**src/rtl/sadc_pkg.sv**
```systemverilog
package sadc_pkg;
  localparam int RES_W      = 8;
  localparam int CFG_BITS   = 4;
  localparam int EDGE_W     = 5;
  // rising-edge numbers of the frame
  localparam int FIRST_DATA = CFG_BITS + 2;
  localparam int LAST_MSB   = CFG_BITS + 1 + RES_W;
  localparam int FIRST_ECHO = LAST_MSB + 1;
  localparam int LAST_ECHO  = LAST_MSB + RES_W - 1;

  typedef enum logic [1:0] {
    ST_IDLE  = 2'd0,
    ST_RUN   = 2'd1,
    ST_RECOV = 2'd2
  } seq_state_t;
endpackage

```
**src/rtl/sadc_clkdiv.sv**
```systemverilog
module sadc_clkdiv #(
  parameter int HALF_DIV = 125
) (
  input  logic clk,
  input  logic rst_n,
  input  logic run,
  output logic tick
);
  localparam int CW = (HALF_DIV > 2) ? $clog2(HALF_DIV) : 1;

  logic [CW-1:0] cnt_q, cnt_d;

  assign tick = run && (cnt_q == CW'(HALF_DIV - 1));

  always_comb begin
    if (!run || tick) cnt_d = '0;
    else              cnt_d = cnt_q + CW'(1);
  end

  always_ff @(posedge clk or negedge rst_n) begin
    if (!rst_n) cnt_q <= '0;
    else        cnt_q <= cnt_d;
  end
endmodule

```
**src/rtl/sadc_seq.sv**
```systemverilog
module sadc_seq
  import sadc_pkg::*;
#(
  parameter int CSH_CYCLES = 125
) (
  input  logic              clk,
  input  logic              rst_n,
  input  logic              req,
  input  logic              cfg_sgl,
  input  logic              cfg_odd,
  input  logic              cfg_msbf,
  input  logic              tick,
  output logic              run,
  output logic              cs_n,
  output logic              sclk,
  output logic              mosi,
  output logic              mosi_oe,
  output logic              busy,
  output logic              start,
  output logic              rise,
  output logic [EDGE_W-1:0] rise_idx,
  output logic              finish,
  output logic              msbf
);
  localparam int RW = $clog2(CSH_CYCLES + 1);

  seq_state_t        state_q, state_d;
  logic              cs_q, cs_d;
  logic              sclk_q, sclk_d;
  logic              mosi_q, mosi_d;
  logic              oe_q, oe_d;
  logic [EDGE_W-1:0] edge_q, edge_d;
  logic              sgl_q, sgl_d, odd_q, odd_d, msbf_q, msbf_d;
  logic [RW-1:0]     rec_q, rec_d;
  logic [EDGE_W-1:0] last_edge;

  assign run       = (state_q == ST_RUN);
  assign busy      = (state_q != ST_IDLE);
  assign start     = (state_q == ST_IDLE) && req;
  assign rise      = run && tick && !sclk_q;
  assign rise_idx  = edge_q + EDGE_W'(1);
  assign last_edge = msbf_q ? EDGE_W'(LAST_MSB) : EDGE_W'(LAST_ECHO);
  assign finish    = run && tick && sclk_q && (edge_q == last_edge);

  assign cs_n    = cs_q;
  assign sclk    = sclk_q;
  assign mosi    = mosi_q;
  assign mosi_oe = oe_q;
  assign msbf    = msbf_q;

  always_comb begin
    state_d = state_q;
    cs_d    = cs_q;
    sclk_d  = sclk_q;
    mosi_d  = mosi_q;
    oe_d    = oe_q;
    edge_d  = edge_q;
    sgl_d   = sgl_q;
    odd_d   = odd_q;
    msbf_d  = msbf_q;
    rec_d   = rec_q;
    unique case (state_q)
      ST_IDLE: begin
        if (req) begin
          state_d = ST_RUN;
          cs_d    = 1'b0;
          sclk_d  = 1'b0;
          mosi_d  = 1'b1;
          oe_d    = 1'b1;
          edge_d  = '0;
          sgl_d   = cfg_sgl;
          odd_d   = cfg_odd;
          msbf_d  = cfg_msbf;
        end
      end
      ST_RUN: begin
        // hand the line over one cycle after the last configuration edge
        if (sclk_q && (edge_q == EDGE_W'(CFG_BITS))) oe_d = 1'b0;
        if (rise) begin
          sclk_d = 1'b1;
          edge_d = rise_idx;
        end else if (tick) begin
          sclk_d = 1'b0;
          if (finish) begin
            cs_d    = 1'b1;
            mosi_d  = 1'b0;
            rec_d   = '0;
            state_d = ST_RECOV;
          end else if (edge_q == EDGE_W'(1)) begin
            mosi_d = sgl_q;
          end else if (edge_q == EDGE_W'(2)) begin
            mosi_d = odd_q;
          end else if (edge_q == EDGE_W'(3)) begin
            mosi_d = msbf_q;
          end else begin
            mosi_d = 1'b0;
          end
        end
      end
      ST_RECOV: begin
        rec_d = rec_q + RW'(1);
        if (rec_q == RW'(CSH_CYCLES - 1)) state_d = ST_IDLE;
      end
      default: state_d = ST_IDLE;
    endcase
  end

  always_ff @(posedge clk or negedge rst_n) begin
    if (!rst_n) begin
      state_q <= ST_IDLE;
      cs_q    <= 1'b1;
      sclk_q  <= 1'b0;
      mosi_q  <= 1'b0;
      oe_q    <= 1'b0;
      edge_q  <= '0;
      sgl_q   <= 1'b0;
      odd_q   <= 1'b0;
      msbf_q  <= 1'b1;
      rec_q   <= '0;
    end else begin
      state_q <= state_d;
      cs_q    <= cs_d;
      sclk_q  <= sclk_d;
      mosi_q  <= mosi_d;
      oe_q    <= oe_d;
      edge_q  <= edge_d;
      sgl_q   <= sgl_d;
      odd_q   <= odd_d;
      msbf_q  <= msbf_d;
      rec_q   <= rec_d;
    end
  end
endmodule

```
**src/rtl/sadc_capture.sv**
```systemverilog
module sadc_capture
  import sadc_pkg::*;
(
  input  logic              clk,
  input  logic              rst_n,
  input  logic              start,
  input  logic              rise,
  input  logic [EDGE_W-1:0] rise_idx,
  input  logic              miso,
  input  logic              finish,
  input  logic              msbf,
  output logic [RES_W-1:0]  result,
  output logic              result_valid,
  output logic              mismatch
);
  logic [RES_W-1:0] data_q, data_d;
  logic [RES_W-2:0] echo_q, echo_d;
  logic [RES_W-1:0] res_q, res_d;
  logic             val_q, val_d;
  logic             mis_q, mis_d;
  logic             in_data, in_echo;

  assign in_data = (rise_idx >= EDGE_W'(FIRST_DATA)) && (rise_idx <= EDGE_W'(LAST_MSB));
  assign in_echo = (rise_idx >= EDGE_W'(FIRST_ECHO)) && (rise_idx <= EDGE_W'(LAST_ECHO));

  always_comb begin
    data_d = data_q;
    echo_d = echo_q;
    res_d  = res_q;
    mis_d  = mis_q;
    val_d  = 1'b0;
    if (start) begin
      data_d = '0;
      echo_d = '0;
      mis_d  = 1'b0;
    end
    if (rise && in_data) data_d = {data_q[RES_W-2:0], miso};
    if (rise && in_echo) echo_d = {miso, echo_q[RES_W-2:1]};
    if (finish) begin
      res_d = data_q;
      val_d = 1'b1;
      mis_d = !msbf && (echo_q != data_q[RES_W-1:1]);
    end
  end

  always_ff @(posedge clk or negedge rst_n) begin
    if (!rst_n) begin
      data_q <= '0;
      echo_q <= '0;
      res_q  <= '0;
      val_q  <= 1'b0;
      mis_q  <= 1'b0;
    end else begin
      data_q <= data_d;
      echo_q <= echo_d;
      res_q  <= res_d;
      val_q  <= val_d;
      mis_q  <= mis_d;
    end
  end

  assign result       = res_q;
  assign result_valid = val_q;
  assign mismatch     = mis_q;
endmodule

```
**src/rtl/sadc_host.sv**
```systemverilog
module sadc_host
  import sadc_pkg::*;
#(
  parameter int HALF_DIV   = 125,
  parameter int CSH_CYCLES = 125
) (
  input  logic             clk,
  input  logic             rst_n,
  input  logic             req,
  input  logic             req_sgl,
  input  logic             req_odd,
  input  logic             req_msbf,
  output logic             busy,
  output logic             cs_n,
  output logic             sclk,
  output logic             mosi,
  output logic             mosi_oe,
  input  logic             miso,
  output logic [RES_W-1:0] result,
  output logic             result_valid,
  output logic             mismatch
);
  logic              run, tick, start, rise, finish, msbf;
  logic [EDGE_W-1:0] rise_idx;

  sadc_clkdiv #(.HALF_DIV(HALF_DIV)) u_div (
    .clk   (clk),
    .rst_n (rst_n),
    .run   (run),
    .tick  (tick)
  );

  sadc_seq #(.CSH_CYCLES(CSH_CYCLES)) u_seq (
    .clk      (clk),
    .rst_n    (rst_n),
    .req      (req),
    .cfg_sgl  (req_sgl),
    .cfg_odd  (req_odd),
    .cfg_msbf (req_msbf),
    .tick     (tick),
    .run      (run),
    .cs_n     (cs_n),
    .sclk     (sclk),
    .mosi     (mosi),
    .mosi_oe  (mosi_oe),
    .busy     (busy),
    .start    (start),
    .rise     (rise),
    .rise_idx (rise_idx),
    .finish   (finish),
    .msbf     (msbf)
  );

  sadc_capture u_cap (
    .clk          (clk),
    .rst_n        (rst_n),
    .start        (start),
    .rise         (rise),
    .rise_idx     (rise_idx),
    .miso         (miso),
    .finish       (finish),
    .msbf         (msbf),
    .result       (result),
    .result_valid (result_valid),
    .mismatch     (mismatch)
  );
endmodule

```
**config.mk**
```make
export PLATFORM = sky130hd
export DESIGN_NAME = sadc_host
export DESIGN_NICKNAME = d
export VERILOG_FILES = /design/src/rtl/sadc_pkg.sv /design/src/rtl/sadc_clkdiv.sv /design/src/rtl/sadc_seq.sv /design/src/rtl/sadc_capture.sv /design/src/rtl/sadc_host.sv
export SDC_FILE = /design/constraint.sdc
export NUM_CORES = 1
export LEC_CHECK = 0
export ABC_AREA = 1
export BUFFER_PORTS_ARGS = -buffer_cell sky130_fd_sc_hd__buf_2
export CORE_MARGIN = 5
export CORE_UTILIZATION = 40
export DETAILED_ROUTE_END_ITERATION = 10
export GPL_TIMING_DRIVEN = 1
export PLACE_DENSITY_LB_ADDON = 0.1
export SYNTH_ARGS = -nofsm -noshare
export SYNTH_HDL_FRONTEND = slang
export SYNTH_SLANG_ARGS = --single-unit
```
**constraint.sdc**
```tcl
create_clock -name clk -period 1.5 [get_ports clk]
set_input_delay 0.225 -clock clk [delete_from_list [all_inputs] [get_ports clk]]
set_output_delay 0.225 -clock clk [all_outputs]
set_load 0.02 [all_outputs]
```
==> summary.md <==
| Metric | Value |
|---|---|
| Status | finished with violations |
| Failing checks | negative setup slack |
| Reg-to-reg endpoint | u_cap.data_q[6] |
| HP Start | req_odd |
| Final Setup Violations | 28 |
| Vias in the first global route | 2389 |
| P_int | 1.77 mW |
| Residual DRC | 0 |
| R2r startpoint | u_seq.edge_q[1] |
| Largest net degree at the start of global routing | 54 |
| DR WL/cell | 14.0 um |
| Critical Path RT | 1710 ps |
| Post-layout net count | 414 |
| Synth area leaders | dfrtp_1, nand2_1, nand3_1, ha_1, xor2_1 |
| Delay of the slowest critical-path stage | 490 ps |
| Seq pwr share | 0.624 |
| Global route overflow | 0 |
| Average via count per standard cell | 5.16 |
| Max FO, Critical Path | 6 |
| Diode count | 0 |
| Pwr Total | 2.29 mW |
| Final worst slack | -106 ps |
| Worst IR drop on VDD | 0.488 mV |
| Switch share | 0.226 |
| Initial drt markers | 126 |
| Least-Margin Pin Slew | 290 ps |
| Synthesized instance count | 321 |
| CP endpoint kind | flop |
| Die Span Y | 93.1 um |
| Boundary Pins | 22 |
| Tcrit/Tclk final | 1.07 |
| Leading cell type in the layout, fill and taps excluded | nand2_1 |
| Hold endpoint | u_seq.odd_q |
| Routability cong. | 0.884 |
| Final hold violations | 0 |
| Hold Crit Class | in -> reg |
| Die Width | 93.1 um |
| Sw power | 0.518 mW |
| Die area | 8660 um2 |
| Register-to-Register Path Depth | 10 |
| Mapped Area | 2760 um2 |
| DRT Pass-1 Iters | 4 |
| Max-cap check violation count | 0 |
| Via count | 2472 |
| WP data arrival | 1820 ps |
| Syn_nets | 337 |
| Synth cell types | 31 |
| Cell mode on critical path | inv_4 |
| RSZ-0062 raised after global routing | yes |
| DP HPWL | 4.56 mm |
| Yosys top cell by area | dfrtp_1 |
| Fin area | 3700 um2 |
| Core region area | 6760 um2 |
| Crit path cell chain | inv_4 -> ha_4 -> inv_4 -> nor2_4 -> nand2_2 -> nand3_2 -> nand2_4 -> buf_6 -> nand3_1 -> nand2_1 |
| Total wire length | 6.70 mm |
| Largest delay share family, worst path | flip-flops |
| Slowest-stage cell, CP | dfrtp_2 |
| CTS tree | built |
| Area growth, synth to finish | 34.2% |
| Flops & latches, synth | 53 |
| Worst skew pair latency | 310 ps |
| Power density over the cells | 618 nW/um2 |
| First-pass GRT wire length | 11.2 mm |
| GRT Total Usage | 0.162 |
| Port-buffer cells | 21 |
| Share of cells above drive strength 1 | 0.368 |
| Final setup skew | 2.84 ps |
| Max-slew headroom | 0.807 |
| Rows | 30 |
| Bufs and invs on worst path | 3 |
| Leakage | 1.84 nW |
| Num Clock Sinks | 53 |
| Htree depth | 2 |
| Post-synth top area share | 0.462 |
| CTS root buf | clkbuf_8 |
| Fmax | 622 MHz |
| Clock network fraction of total power | 0.357 |
| Placed Area | 3250 um2 |
| Initial Util | 0.409 |
| Min cycle time layout | 1610 ps |
| Synth Area per Inst | 8.60 um2 |
| Clk slew on worst S/H paths | 100 ps |
| Combinational share of power | 0.019 |
| WHS Path Cells | 2 |
| Slew Limit Fails | 0 |
| Yosys warns | 0 |
| Commonest non-fill, non-tap cells in the layout | nand2_1, dfrtp_1, buf_4 |
| Critical path class | reg -> reg |
| Reg-to-reg slack, setup | -110 ps |
| Initial antenna violation count | 0 |
| TritonCTS Buffers | 5 |
| Startpoint Class | flop |
| Fillers | 641 |
| Final ANT Viol Nets | 0 |
| Max Root-Sink Buffers | 2 |
| Sequential share of the synthesized area | 0.481 |
-- cells by family (layout without fill, tap and decap cells) --
kind of cell / Yosys count / count (layout) / synth area share
XOR/XNOR: 15 / 15 / 0.0476
adder cells (fa/ha/maj): 9 / 9 / 0.0408
flip-flops: 53 / 53 / 0.481
AND/OR/NAND/NOR: 183 / 183 / 0.321
multiplexers: 1 / 1 / 0.00408
AO/OA/AOI/OAI: 23 / 23 / 0.0462
buffers and inverters: 37 / 115 / 0.0585
-- per-layer routing --
layer  GRT usage  share of wire
met5           0              0
met4      0.0440          0.018
met3      0.0354          0.034
met2       0.269           0.49
met1       0.215           0.46
-- per-stage QoR --
stage | utilization | worst slack (ps) | TNS, ps | std cells | hold slack (ps)
6_report | 0.548 | -106 | -1630 | 479 | 140
3_5_place_dp | 0.481 | -134 | -1700 | 454 | 245
2_1_floorplan | - | 12.2 | 0 | 321 | -70.6
3_3_place_gp | 0.481 | -79.3 | -1260 | 454 | 245
4_1_cts | 0.523 | -69.3 | -1020 | 473 | 133
5_1_grt | 0.548 | -173 | -4440 | 479 | 141
-- power groups by stage --
stage               logic (mW)  registers (mW)  clock network (mW)
floorplan            0.0000698            1.46                   0
global placement        0.0449            1.46                   0
detailed placement      0.0449            1.46                   0
CTS                     0.0469            1.43               0.849
global route            0.0521            1.43               0.914
finish                  0.0438            1.43               0.817
-- synthesized netlist by cell type, drive strengths merged --
library cell and number:
dfrtp 51, o22ai 4, nand4 15, o21ai 12, dfstp 2, ha 9, nor2 17, buf 6
nand3 49, nor3 5, clkinv 1, nand2 94, xor2 12, mux2 1, o41ai 1, a21oi 6
inv 30, or2 1, xnor2 3, nor3b 2
-- flip-flops by register name, summed over array words and instances (netlist names), 2 cells and up --
register       cells
u_cap.data_q       8
u_cap.result       8
u_cap.echo_q       7
u_div.cnt_q        7
u_seq.rec_q        7
u_seq.edge_q       5
u_seq.state_q      2
-- worst register-to-register path, delay by kind of cell (launching register included) --
kind / cells / cell delay (ps)
DFF: 1 / 490
buffers and inverters: 3 / 270
adders and majority gates: 1 / 290
and+or+nand+nor: 6 / 460
-- what timing repair did --
action / 4_1_cts / 5_1_grt
hold buffers: 1 / 0
pin swaps: 13 / 19
gates resized for setup: 27 / 42
hold endpoints to repair: 51 / 0
cloned: 1 / 1
setup endpoints to repair: 23 / 40
setup buffers: 9 / 5
-- layout make-up --
class                      count  area (um2)  share of cell area
clock buffer                   6        72.6              0.0196
clock inverter                 2        15.0             0.00405
inverter                      31         134              0.0361
multi-input combinational    231        1460               0.394
sequential                    53        1330               0.360
tap                           80         100              0.0270
timing repair buffer          75         584               0.158
timing repair inverter         1        7.51             0.00203
-- how the worst max path moves through the flow --
stage	from	to	slack, ps	depth (start not counted)
3_3_place_gp	u_seq.edge_q[1]	u_cap.data_q[5]	-80	10
4_1_cts	u_div.cnt_q[0]	u_seq.mosi	-70	11
5_1_grt	u_seq.edge_q[1]	u_cap.data_q[5]	-170	10
3_5_place_dp	u_seq.edge_q[1]	u_cap.data_q[7]	-130	10
2_1_floorplan	u_seq.edge_q[0]	u_cap.data_q[0]	10	11
6_report	u_seq.edge_q[1]	u_cap.data_q[6]	-110	10
(Power assumes the default switching activity.)
